File: src/rtl/wdt_pkg.sv
package wdt_pkg;

    typedef enum logic [1:0] {
        ACT_OFF   = 2'b00,
        ACT_RESET = 2'b01,
        ACT_NMI   = 2'b10,
        ACT_RSVD  = 2'b11
    } wdt_act_e;

    // Decoded bus events for one clock cycle
    typedef struct packed {
        logic arm;
        logic disarm;
    } wdt_ev_t;

    // Timeout action requests for one clock cycle
    typedef struct packed {
        logic rst;
        logic nmi;
    } wdt_fire_t;

    function automatic logic act_enabled(input wdt_act_e a);
        return (a == ACT_RESET) || (a == ACT_NMI);
    endfunction

    // Timeout in seconds from the period straps
    function automatic int unsigned period_secs(input logic [3:0] s);
        int unsigned base;
        logic        legal;
        legal = 1'b1;
        case (s[3:1])
            3'b001:  base = 1;
            3'b010:  base = 10;
            3'b100:  base = 110;
            default: begin
                base  = 10;
                legal = 1'b0;
            end
        endcase
        return (legal && s[0]) ? base * 2 : base;
    endfunction

endpackage

File: src/rtl/wdt_decode.sv
module wdt_decode
    import wdt_pkg::*;
#(
    parameter int                 ADDR_W      = 16,
    parameter logic [ADDR_W-1:0]  ARM_ADDR    = 'h443,
    parameter logic [ADDR_W-1:0]  DISARM_ADDR = 'h043
) (
    input  logic              clk,
    input  logic              rst,
    input  logic              io_rd,
    input  logic [ADDR_W-1:0] io_addr,
    output wdt_ev_t           ev
);
    logic rd_q;
    logic rd_rise;

    always_ff @(posedge clk) begin
        if (rst) rd_q <= 1'b0;
        else     rd_q <= io_rd;
    end

    assign rd_rise   = io_rd && !rd_q;
    assign ev.arm    = rd_rise && (io_addr == ARM_ADDR);
    assign ev.disarm = rd_rise && (io_addr == DISARM_ADDR);

    // A strobe held high produces no second event
    assert_single_edge_R10: assert property (@(posedge clk) disable iff (rst)
        (io_rd && $past(io_rd)) |-> !(ev.arm || ev.disarm));

endmodule

File: src/rtl/wdt_prescale.sv
module wdt_prescale #(
    parameter int PRESCALE = 1000000
) (
    input  logic clk,
    input  logic rst,
    input  logic clr,
    input  logic en,
    output logic tick
);
    localparam int PW = $clog2(PRESCALE + 1);
    localparam logic [PW-1:0] PMAX = PW'(PRESCALE - 1);

    logic [PW-1:0] pcnt;

    assign tick = en && (pcnt == PMAX);

    always_ff @(posedge clk) begin
        if (rst || clr)   pcnt <= '0;
        else if (tick)    pcnt <= '0;
        else if (en)      pcnt <= pcnt + 1'b1;
    end

endmodule

File: src/rtl/wdt_core.sv
module wdt_core
    import wdt_pkg::*;
#(
    parameter int TICKS_PER_SEC = 10
) (
    input  logic       clk,
    input  logic       rst,
    input  wdt_ev_t    ev,
    input  logic       tick,
    input  logic [3:0] period_strap,
    input  logic [1:0] action_strap,
    output logic       armed,
    output wdt_fire_t  fire
);
    localparam int MAX_TICKS = 220 * TICKS_PER_SEC;
    localparam int LW        = $clog2(MAX_TICKS + 1);

    logic [LW-1:0] tcnt;
    logic [LW-1:0] lim;
    wdt_act_e      mode;
    wdt_act_e      act_in;
    logic          expire;

    assign act_in = wdt_act_e'(action_strap);
    assign expire = armed && !ev.arm && !ev.disarm && tick
                    && (tcnt == lim - 1'b1);

    assign fire.rst = expire && (mode == ACT_RESET);
    assign fire.nmi = expire && (mode == ACT_NMI);

    always_ff @(posedge clk) begin
        if (rst) begin
            armed <= 1'b0;
            tcnt  <= '0;
            lim   <= '0;
            mode  <= ACT_OFF;
        end else if (ev.disarm) begin
            armed <= 1'b0;
        end else if (ev.arm) begin
            armed <= act_enabled(act_in);
            tcnt  <= '0;
            lim   <= LW'(period_secs(period_strap) * TICKS_PER_SEC);
            mode  <= act_in;
        end else if (expire) begin
            armed <= 1'b0;
        end else if (armed && tick) begin
            tcnt  <= tcnt + 1'b1;
        end
    end

    assert_arm_R1: assert property (@(posedge clk) disable iff (rst)
        (ev.arm && act_enabled(act_in)) |=> (armed && tcnt == '0));

    assert_disarm_R3: assert property (@(posedge clk) disable iff (rst)
        ev.disarm |=> !armed);

    assert_off_mode_R7: assert property (@(posedge clk) disable iff (rst)
        (ev.arm && !act_enabled(act_in)) |=> !armed);

    assert_disarm_after_fire_R8: assert property (@(posedge clk) disable iff (rst)
        (fire.rst || fire.nmi) |=> !armed);

    assert_period_frozen_R9: assert property (@(posedge clk) disable iff (rst)
        (armed && !ev.arm) |=> $stable(lim));

endmodule

File: src/rtl/wdt_action.sv
module wdt_action
    import wdt_pkg::*;
#(
    parameter int RST_PULSE = 16
) (
    input  logic      clk,
    input  logic      rst,
    input  wdt_fire_t fire,
    input  logic      clr_nmi,
    output logic      sys_reset_o,
    output logic      nmi_req_o
);
    localparam int RW = $clog2(RST_PULSE + 1);

    logic [RW-1:0] rcnt;
    logic          nmi_q;

    always_ff @(posedge clk) begin
        if (rst) begin
            rcnt  <= '0;
            nmi_q <= 1'b0;
        end else begin
            if (fire.rst)        rcnt <= RW'(RST_PULSE);
            else if (rcnt != '0) rcnt <= rcnt - 1'b1;

            if (fire.nmi)        nmi_q <= 1'b1;
            else if (clr_nmi)    nmi_q <= 1'b0;
        end
    end

    assign sys_reset_o = (rcnt != '0);
    assign nmi_req_o   = nmi_q;

    assert_reset_source_R5: assert property (@(posedge clk) disable iff (rst)
        $rose(sys_reset_o) |-> $past(fire.rst));

    assert_nmi_hold_R6: assert property (@(posedge clk) disable iff (rst)
        (nmi_q && !clr_nmi) |=> nmi_q);

    assert_nmi_clear_R6: assert property (@(posedge clk) disable iff (rst)
        clr_nmi |=> !nmi_q);

endmodule

File: src/rtl/io_watchdog.sv
module io_watchdog
    import wdt_pkg::*;
#(
    parameter int                ADDR_W        = 16,
    parameter logic [ADDR_W-1:0] ARM_ADDR      = 'h443,
    parameter logic [ADDR_W-1:0] DISARM_ADDR   = 'h043,
    parameter int                PRESCALE      = 1000000,
    parameter int                TICKS_PER_SEC = 10,
    parameter int                RST_PULSE     = 16
) (
    input  logic              clk,
    input  logic              rst,
    input  logic              io_rd,
    input  logic [ADDR_W-1:0] io_addr,
    input  logic [3:0]        period_strap,
    input  logic [1:0]        action_strap,
    output logic              sys_reset_o,
    output logic              nmi_req_o
);
    wdt_ev_t   ev;
    wdt_fire_t fire;
    logic      armed;
    logic      tick;

    wdt_decode #(
        .ADDR_W      (ADDR_W),
        .ARM_ADDR    (ARM_ADDR),
        .DISARM_ADDR (DISARM_ADDR)
    ) u_decode (
        .clk     (clk),
        .rst     (rst),
        .io_rd   (io_rd),
        .io_addr (io_addr),
        .ev      (ev)
    );

    wdt_prescale #(
        .PRESCALE (PRESCALE)
    ) u_prescale (
        .clk  (clk),
        .rst  (rst),
        .clr  (ev.arm),
        .en   (armed),
        .tick (tick)
    );

    wdt_core #(
        .TICKS_PER_SEC (TICKS_PER_SEC)
    ) u_core (
        .clk          (clk),
        .rst          (rst),
        .ev           (ev),
        .tick         (tick),
        .period_strap (period_strap),
        .action_strap (action_strap),
        .armed        (armed),
        .fire         (fire)
    );

    wdt_action #(
        .RST_PULSE (RST_PULSE)
    ) u_action (
        .clk         (clk),
        .rst         (rst),
        .fire        (fire),
        .clr_nmi     (ev.arm || ev.disarm),
        .sys_reset_o (sys_reset_o),
        .nmi_req_o   (nmi_req_o)
    );

endmodule

File: config.mk
export PLATFORM = sky130hd
export DESIGN_NAME = io_watchdog
export DESIGN_NICKNAME = d
export VERILOG_FILES = /design/src/rtl/wdt_pkg.sv /design/src/rtl/wdt_decode.sv /design/src/rtl/wdt_prescale.sv /design/src/rtl/wdt_core.sv /design/src/rtl/wdt_action.sv /design/src/rtl/io_watchdog.sv
export SDC_FILE = /design/constraint.sdc
export NUM_CORES = 1
export LEC_CHECK = 0
export BUFFER_PORTS_ARGS = -buffer_cell sky130_fd_sc_hd__buf_2
export CORE_ASPECT_RATIO = 0.9
export CORE_MARGIN = 8
export CORE_UTILIZATION = 55
export CTS_BUF_LIST = sky130_fd_sc_hd__clkbuf_16
export DETAILED_ROUTE_END_ITERATION = 8
export GPL_TIMING_DRIVEN = 0
export HOLD_SLACK_MARGIN = 0.12
export PLACE_DENSITY = 0.82
export SYNTH_ARGS = -nofsm -noshare
export SYNTH_HDL_FRONTEND = slang
export SYNTH_SLANG_ARGS = --single-unit
export TNS_END_PERCENT = 20
File: constraint.sdc
create_clock -name clk -period 3.24 [get_ports clk]
set_clock_uncertainty 0.15 [all_clocks]
set_input_delay 0.162 -clock clk [delete_from_list [all_inputs] [get_ports clk]]
set_output_delay 0.162 -clock clk [all_outputs]
set_load 0.005 [all_outputs]
==> reports/qor.csv, run 1 <==
stage;metric;value;unit
run_status;status;complete, no violations;
place;Post-DP HPWL;5100;µm
layout;fill cell count;448;
detailed_routing;via count;2718;
timing;period utilisation layout;96.0;%
clock_network;clk buf depth;2;
layout;layout cell share with drive strength beyond 1;12.8;%
timing;clock period minus worst slack;3.11;ns
pwr;switching pwr;378;µW
place;DP Area;3130;µm²
global_route;initial antenna violation count;0;
synth;post-synth net total;383;
pwr;Leak;1.22;nW
synth;Synth Area per Inst;8.31;µm²
pwr;Gate power share;15.6;%
synth;mapped cell area;2920;µm²
clock_network;clock sinks;52;
layout;most common cell after layout, fill and taps aside;dfxtp_1;
place;pre-CTS setup slack;0.182;ns
die;Initial Util;56.1;%
clock_network;clk slew on worst S/H paths;0.07;ns
place;DP Cell Count;444;
die;die width;92.7;µm
flow_run;MaxCap Viol Count;0;
synth;Netlist cell types;53;
die;I/O pins;27;
die;DIE AREA;7890;µm²
place;RePlAce Congestion;0.850;
layout;final core occ;64.5;%
clock_network;H-tree level count;2;
critical_path;crit path launch type;flop;
clock_network;CTS Buf Count;5;
timing;Slew HR;27.7;%
layout;non-filler instance count after layout;459;
critical_path;Worst Path Required;3.27;ns
detailed_routing;drt first pass iters;5;
critical_path;Critical Path End;u_core.tcnt[5];
global_route;Overflow after GRT;0;
layout;Final #Nets;423;
clock_network;postcts setup bufs;0;
critical_path;reg-to-reg startpoint;u_core.lim[1];
timing;RSZ-0062 raised after global routing;no;
synth;Async S/R FF share, synth;0;%
layout;Final Cell Area;3350;µm²
clock_network;CTS tree;built;
global_route;number of global-route vias before repair;2708;
place;number of port buffers;26;
critical_path;largest fanout on the critical path;6;
detailed_routing;total wire length;6970;µm
clock_network;Skew-Pair Late Insertion Delay;0.29;ns
critical_path;R2R depth;9;
global_route;largest net degree at the start of global routing;17;
pwr;peak supply drop;0.365;mV
critical_path;CP arrival;3.14;ns
clock_network;Root Driver;clkbuf_16;
pwr;PD cells;427;nW/µm²
timing;Least-Margin Pin Slew;1.07;ns
detailed_routing;# DRC;0;
timing;Final setup viols;0;
critical_path;Reg2Reg Setup Slack;0.13;ns
synth;Synth Instances;351;
synth;post-synthesis sequential area ratio;35.7;%
timing;Max Slew Vio Count;0;
detailed_routing;number of DRC markers in iteration 0;260;
critical_path;R2R Path End;u_core.tcnt[5];
detailed_routing;Via density;5.92;
synth;Post-synth EDFFs;0;
min_path;Hold/Removal Path Class;primary input to flop;
synth;Main synth FF type;dfxtp_1;
timing;Worst Slack Setup Final;0.129;ns
layout;most frequent cells in the layout;52 x dfxtp_1, 38 x nor2_1, 34 x nand2_1, 31 x a21oi_1, 27 x buf_2;
die;Rows;25;
synth;flop and latch count out of synthesis;52;
layout;Area Overhead vs Synth;14.9;%
critical_path;Critical Path Source;u_core.lim[1];
pwr;sequential power share;47.8;%
global_route;first-pass GRT wire length;11700;µm
timing;Fmax achieved;321;MHz
critical_path;Setup CP Type;flop to flop;
layout;# diodes;0;
critical_path;CP Capture Type;flop;
global_route;global-route usage over all layers;17.7;%
die;core area;5190;µm²
detailed_routing;Post-DRT Antenna Nets;0;
pwr;Clock power frac;36.6;%
pwr;Sw Ratio;26.4;%
timing;Sum Neg Setup Slack;0;ns
timing;Hold Violations, Final;0;
die;Die Span Y;85.1;µm
detailed_routing;routed len/inst;15.2;µm
pwr;internal power;1.05;mW
synth;Synth Warn #;0;
synth_stat cells, types with 2 or more instances:
cell	instances	area, µm²
nor3b_1	3	22.5
and3_1	6	37.5
a211oi_1	2	15.0
nand3b_1	2	15.0
nand2_1	34	128
a21oi_1	31	155
nor4_1	6	37.5
mux2i_1	2	20.0
dfxtp_1	52	1040
o31ai_1	4	30.0
clkbuf_1	6	22.5
or4_1	3	22.5
xnor2_1	13	114
nor4b_1	6	52.6
inv_1	6	22.5
nor3_1	10	50.1
nor2_1	38	143
buf_1	2	7.51
o41ai_4	2	55.1
and2_1	5	31.3
nand3_1	17	85.1
nor2b_1	4	25.0
or3_1	11	68.8
and4b_1	3	30.0
ha_1	7	87.6
nand4_1	10	62.6
nand2b_1	6	37.5
o21ai_0	12	60.1
xor2_1	22	193
and4_1	3	26.3
power groups by stage:
| stage | sequential [mW] | clock (mW) | combinational (mW) |
|---|---|---|---|
| after floorplan | 0.693 | 0 | 0.149 |
| after global placement | 0.696 | 0 | 0.195 |
| after detailed placement | 0.698 | 0 | 0.214 |
| after CTS | 0.683 | 0.528 | 0.222 |
| after global routing | 0.685 | 0.552 | 0.253 |
| final | 0.683 | 0.524 | 0.223 |
kinds of logic after synthesis:
family	share of synthesized area, %
multiplexers	1.07
buffers and inverters	2.49
flip-flops	35.7
AO/OA/AOI/OAI	13.8
adder cells (fa/ha/maj)	3.00
XOR/XNOR	10.5
AND/OR/NAND/NOR	33.4
metal layers:
metal / vias to the layer above / track usage, % / part of all wire, %
li1: 1342 / - / -
met1: 1289 / 21.1 / 45
met3: 11 / 3.62 / 4.2
met4: 0 / 5.70 / 1.3
met2: 76 / 30.8 / 49
met5: - / 0 / 0
area by class of cell:
cell class	count	area, µm²	share of cell area, %
buffer	11	50.0	1.49
tap	67	83.8	2.50
multi-input combinational	282	1810	54.0
clock buffer	5	125	3.73
clock inverter	3	20.0	0.597
inverter	6	22.5	0.672
timing repair buffer	33	200	5.97
sequential	52	1040	31.1
worst min-delay path by stage:
stage | startpoint | end | slack (ns) | cells after the start
2_1_floorplan | rst | u_decode.rd_q | 0.08 | 1
3_3_place_gp | io_rd | u_decode.rd_q | 0.24 | 2
3_5_place_dp | io_rd | u_decode.rd_q | 0.25 | 2
4_1_cts | period_strap[3] | u_core.lim[6] | 0.14 | 4
5_1_grt | io_addr[10] | u_core.lim[5] | 0.18 | 3
6_report | io_addr[10] | u_core.lim[5] | 0.15 | 3
state kept, by name, indices dropped and copies added, names as in the netlist:
register            cells
u_core.lim             10
u_action.rcnt           5
u_core.tcnt            12
u_prescale.pcnt        20
u_core.mode             2
u_core.armed            1
u_decode.rd_q           1
u_action.nmi_req_o      1
worst max-delay path, stage by stage (launching register included):
cell and delay (ns):
dfxtp_1 0.37, inv_1 0.08, ha_1 0.19, nor4b_1 0.53, nor2b_1 0.23, o31ai_1 0.09, nor2_1 0.44, nor4b_1 0.21
or4_1 0.58, mux2i_1 0.13
through the flow:
stage,power [mW],hold slack (ns)
after global routing,1.49,0.184
after CTS,1.43,0.144
after detailed placement,0.912,0.246
after floorplan,0.842,0.0836
final,1.43,0.152
after global placement,0.891,0.241
timing repair:
| item | in CTS | in global routing |
|---|---|---|
| setup endpoints to repair | 0 | 2 |
| endpoints found under the hold margin | 8 | 0 |
| hold buffers | 7 | 0 |
| gates resized for setup | 0 | 1 |
Power figures use the tool's default switching activity.
==> run 2, diff against run 1 <==
--- a/config.mk
+++ b/config.mk
@@ -5,6 +5,7 @@
 export SDC_FILE = /design/constraint.sdc
 export NUM_CORES = 1
 export LEC_CHECK = 0
+export ABC_AREA = 1
 export BUFFER_PORTS_ARGS = -buffer_cell sky130_fd_sc_hd__buf_2
 export CORE_ASPECT_RATIO = 0.9
 export CORE_MARGIN = 8
@@ -13,7 +14,8 @@
 export DETAILED_ROUTE_END_ITERATION = 8
 export GPL_TIMING_DRIVEN = 0
 export HOLD_SLACK_MARGIN = 0.12
-export PLACE_DENSITY = 0.82
+export PLACE_DENSITY = 0.81
+export RECOVER_POWER = 100
 export SYNTH_ARGS = -nofsm -noshare
 export SYNTH_HDL_FRONTEND = slang
 export SYNTH_SLANG_ARGS = --single-unit
==> run 2 against run 1 <==
  * Core utilization about the same
  * Die area is 4.2% higher
  * First-iteration DRC count decreased by 46%
  * Routed wire length fell by 3.0%
  * Non-clock buffer count fell by 6
  * Cell count increased by 24%
  * Design area grew 2.4%
  * Setup slack better by 0.54 ns
  * Worst hold slack hardly changed
  * Combinational power is 7% higher
  * Power down 0.19%
  * Synthesized cell count rose by 33%
==> reports/qor.csv, run 2 <==
stage;metric;value;unit;change
layout;layout cell share with drive strength beyond 1;8.15;%;-4.6 points
die;DIE AREA;8220;µm²;+4.2%
layout;final core occ;64.5;%;about the same
synth;Async S/R FF share, synth;0;%;unchanged
synth;Main synth FF type;dfxtp_1;;
critical_path;CP arrival;2.65;ns;-0.49 ns
clock_network;H-tree level count;2;;unchanged
place;RePlAce Congestion;0.876;;+3.0%
critical_path;critical path, cell by cell;inv_1 -> ha_1 -> nand3_1 -> nor2_1 -> nand2_1 -> nand2_1 -> nand2_1 -> nand2_1 -> nor2_1 -> nand3_1 -> clkbuf_1 -> nand3_1 -> nand2_1 -> nand2_1 -> nor2_1;;
critical_path;CP dominant cell by count;nand2_1;;
timing;Max Slew Vio Count;0;;unchanged
place;number of port buffers;26;;unchanged
timing;RSZ-0062 raised after global routing;no;;
die;Initial Util;57.6;%;+1.5 points
layout;Biggest register;u_prescale.pcnt;;
synth;top cells by area, synth;dfxtp_1 34%, nand2_1 13%, nor2_1 8.7%;;
global_route;largest net degree at the start of global routing;15;;-2
critical_path;crit path launch type;flop;;
global_route;first-pass GRT wire length;11600;µm;-0.59%
critical_path;CP max stage delay;0.43;ns;-0.15 ns
layout;Final #Nets;535;;+26%
synth;top cells by count, synth;110 x nand2_1, 71 x nor2_1, 69 x inv_1;;
place;Post-DP HPWL;5160;µm;+1.1%
synth;mapped cell area;3070;µm²;+5.2%
synth;Synth Warn #;0;;unchanged
layout;biggest regs;u_prescale.pcnt x20, u_core.tcnt x12, u_core.lim x10;;
clock_network;Root Driver;clkbuf_16;;
critical_path;R2R depth;15;;+6
timing;clock period minus worst slack;2.57;ns;-0.543 ns
timing;Least-Margin Pin Slew;0.592;ns;-0.477 ns
detailed_routing;Via density;5.10;;-14%
clock_network;CTS Buf Count;5;;unchanged
synth;flop and latch count out of synthesis;52;;unchanged
synth;Yosys top cell area share;34.0;%;-1.7 points
detailed_routing;total wire length;6760;µm;-3.0%
detailed_routing;number of DRC markers in iteration 0;140;;-46%
synth;post-synth net total;498;;+30%
detailed_routing;# DRC;0;;unchanged
critical_path;Setup CP Type;flop to flop;;
layout;Area Overhead vs Synth;11.9;%;
pwr;Leak;1.48;nW;+21%
synth;Synth Area per Inst;6.58;µm²;-21%
clock_network;clock sinks;52;;unchanged
detailed_routing;drt first pass iters;5;;unchanged
synth;Netlist cell types;31;;-42%
synth;post-synthesis sequential area ratio;34.0;%;-1.7 points
layout;Largest register FFs;20;;unchanged
synth;Synth Instances;466;;+33%
min_path;Hold/Removal Path Class;primary input to flop;;
die;Rows;25;;unchanged
detailed_routing;Post-DRT Antenna Nets;0;;unchanged
layout;most frequent cells in the layout;110 x nand2_1, 71 x nor2_1, 70 x inv_1, 52 x dfxtp_1, 32 x nand3_1;;
timing;Fmax achieved;389;MHz;+21%
min_path;Worst Hold Depth;5;;+2
pwr;PD cells;416;nW/µm²;-2.5%
detailed_routing;routed len/inst;11.9;µm;-22%
clock_network;CTS tree;built;;
pwr;peak supply drop;0.317;mV;-13%
critical_path;Worst Path Required;3.32;ns;+0.05 ns
layout;# diodes;0;;unchanged
global_route;initial antenna violation count;0;;unchanged
timing;period utilisation layout;79.3;%;-17 points
run_status;status;complete, no violations;;
timing;Final setup viols;0;;unchanged
timing;Hold Violations, Final;0;;unchanged
critical_path;CP max-delay cell;clkbuf_1;;
clock_network;clk slew on worst S/H paths;0.07;ns;about the same
timing;Slew HR;60.5;%;+33 points
clock_network;clk buf depth;2;;unchanged
global_route;Overflow after GRT;0;;unchanged
global_route;number of global-route vias before repair;2673;;-1.3%
pwr;Power Total;1.43;mW;-0.19%
timing;Sum Neg Setup Slack;0;ns;unchanged
die;core area;5320;µm²;+2.4%
critical_path;largest fanout on the critical path;10;;+4
clock_network;Skew-Pair Late Insertion Delay;0.29;ns;about the same
global_route;global-route usage over all layers;17.4;%;-0.34 points
die;Die Span Y;86.8;µm;+2.1%
layout;most common cell after layout, fill and taps aside;nand2_1;;
flow_run;MaxCap Viol Count;0;;unchanged
die;I/O pins;27;;unchanged
synth;Synth area leader;dfxtp_1;;
die;die width;94.7;µm;+2.1%
critical_path;CP Capture Type;flop;;
timing;Fin Hold WS;0.153;ns;+0.000456 ns
synth;Post-synth EDFFs;0;;unchanged
detailed_routing;via count;2907;;+7.0%
synth;most frequent cell after synthesis;nand2_1;;
==> run 2: changes by cell type in the layout (fill, tap and decap cells not counted), sizes merged, moves of 6 or more <==
cell,previous run,this run
nand2,34,110
inv,7,70
nor2,39,74
nand3,18,34
or3,13,0
xor2,22,13
a21oi,31,23
nand3b,2,10
and3,7,0
nand2b,6,0
nor3,10,16
nor4b,6,0
==> run 2: worst paths after layout <==
| kind | from | end | slack [ns] |
|---|---|---|---|
| setup / recovery | u_core.lim[1] | u_core.tcnt[5] | 0.67 |
| hold / removal | io_addr[10] | u_core.armed | 0.15 |
| setup reg to reg | u_core.lim[1] | u_core.tcnt[5] | 0.67 |
| hold reg to reg | u_core.lim[2] | u_core.lim[2] | 0.34 |
==> run 2: timing repair <==
action	4_1_cts	5_1_grt
setup buffers	0	0
resized for setup	0	0
hold endpoints to repair	5	0
hold buffers	4	0
==> run 2: layer usage <==
layer | wire [µm] | global-route usage (%) | vias up
met2 | 2910 | 26.8 | 58
met4 | 61 | 4.25 | 0
met1 | 3420 | 22.4 | 1287
met5 | 0 | 0 | -
li1 | - | - | 1555
met3 | 372 | 6.22 | 7
==> run 2: final cells by class <==
| class | instances | area (µm²) |
|---|---|---|
| buffer | 8 | 37.5 |
| tap | 67 | 83.8 |
| clock inverter | 2 | 8.76 |
| fill | 475 | 1890 |
| timing repair buffer | 30 | 168 |
| sequential | 52 | 1040 |
| inverter | 69 | 259 |
| multi-input combinational | 337 | 1710 |
| clock buffer | 5 | 125 |
==> run 2: kinds of logic after synthesis <==
kind of cell | after synthesis | synth area share [%]
XOR/XNOR | 22 | 6.29
adder cells (fa/ha/maj) | 7 | 2.86
buffers and inverters | 77 | 10.2
flip-flops | 52 | 34.0
multiplexers | 1 | 0.327
AO/OA/AOI/OAI | 40 | 7.14
AND/OR/NAND/NOR | 267 | 39.3
==> run 2: power breakdown <==
group | total, mW | switching (mW) | internal [mW]
combinational | 0.239 | 0.133 | 0.105
sequential | 0.688 | 0.0172 | 0.670
clock | 0.501 | 0.223 | 0.278
total | 1.43 | 0.374 | 1.05
==> run 2: stage by stage <==
step	worst slack [ns]	cell area, µm²	std cells
final	0.671	3430	570
after global routing	0.450	3430	570
after CTS	0.967	3450	570
after detailed placement	1.00	3280	559
after global placement	1.05	3280	559
after floorplan	1.31	3070	466
==> run 2: critical path: cells and delay by family (launching register included) <==
kind | cells | cell delay [ns]
adders and majority gates | 1 | 0.22
buffers and inverters | 2 | 0.58
DFF | 1 | 0.34
and+or+nand+nor | 12 | 1.22
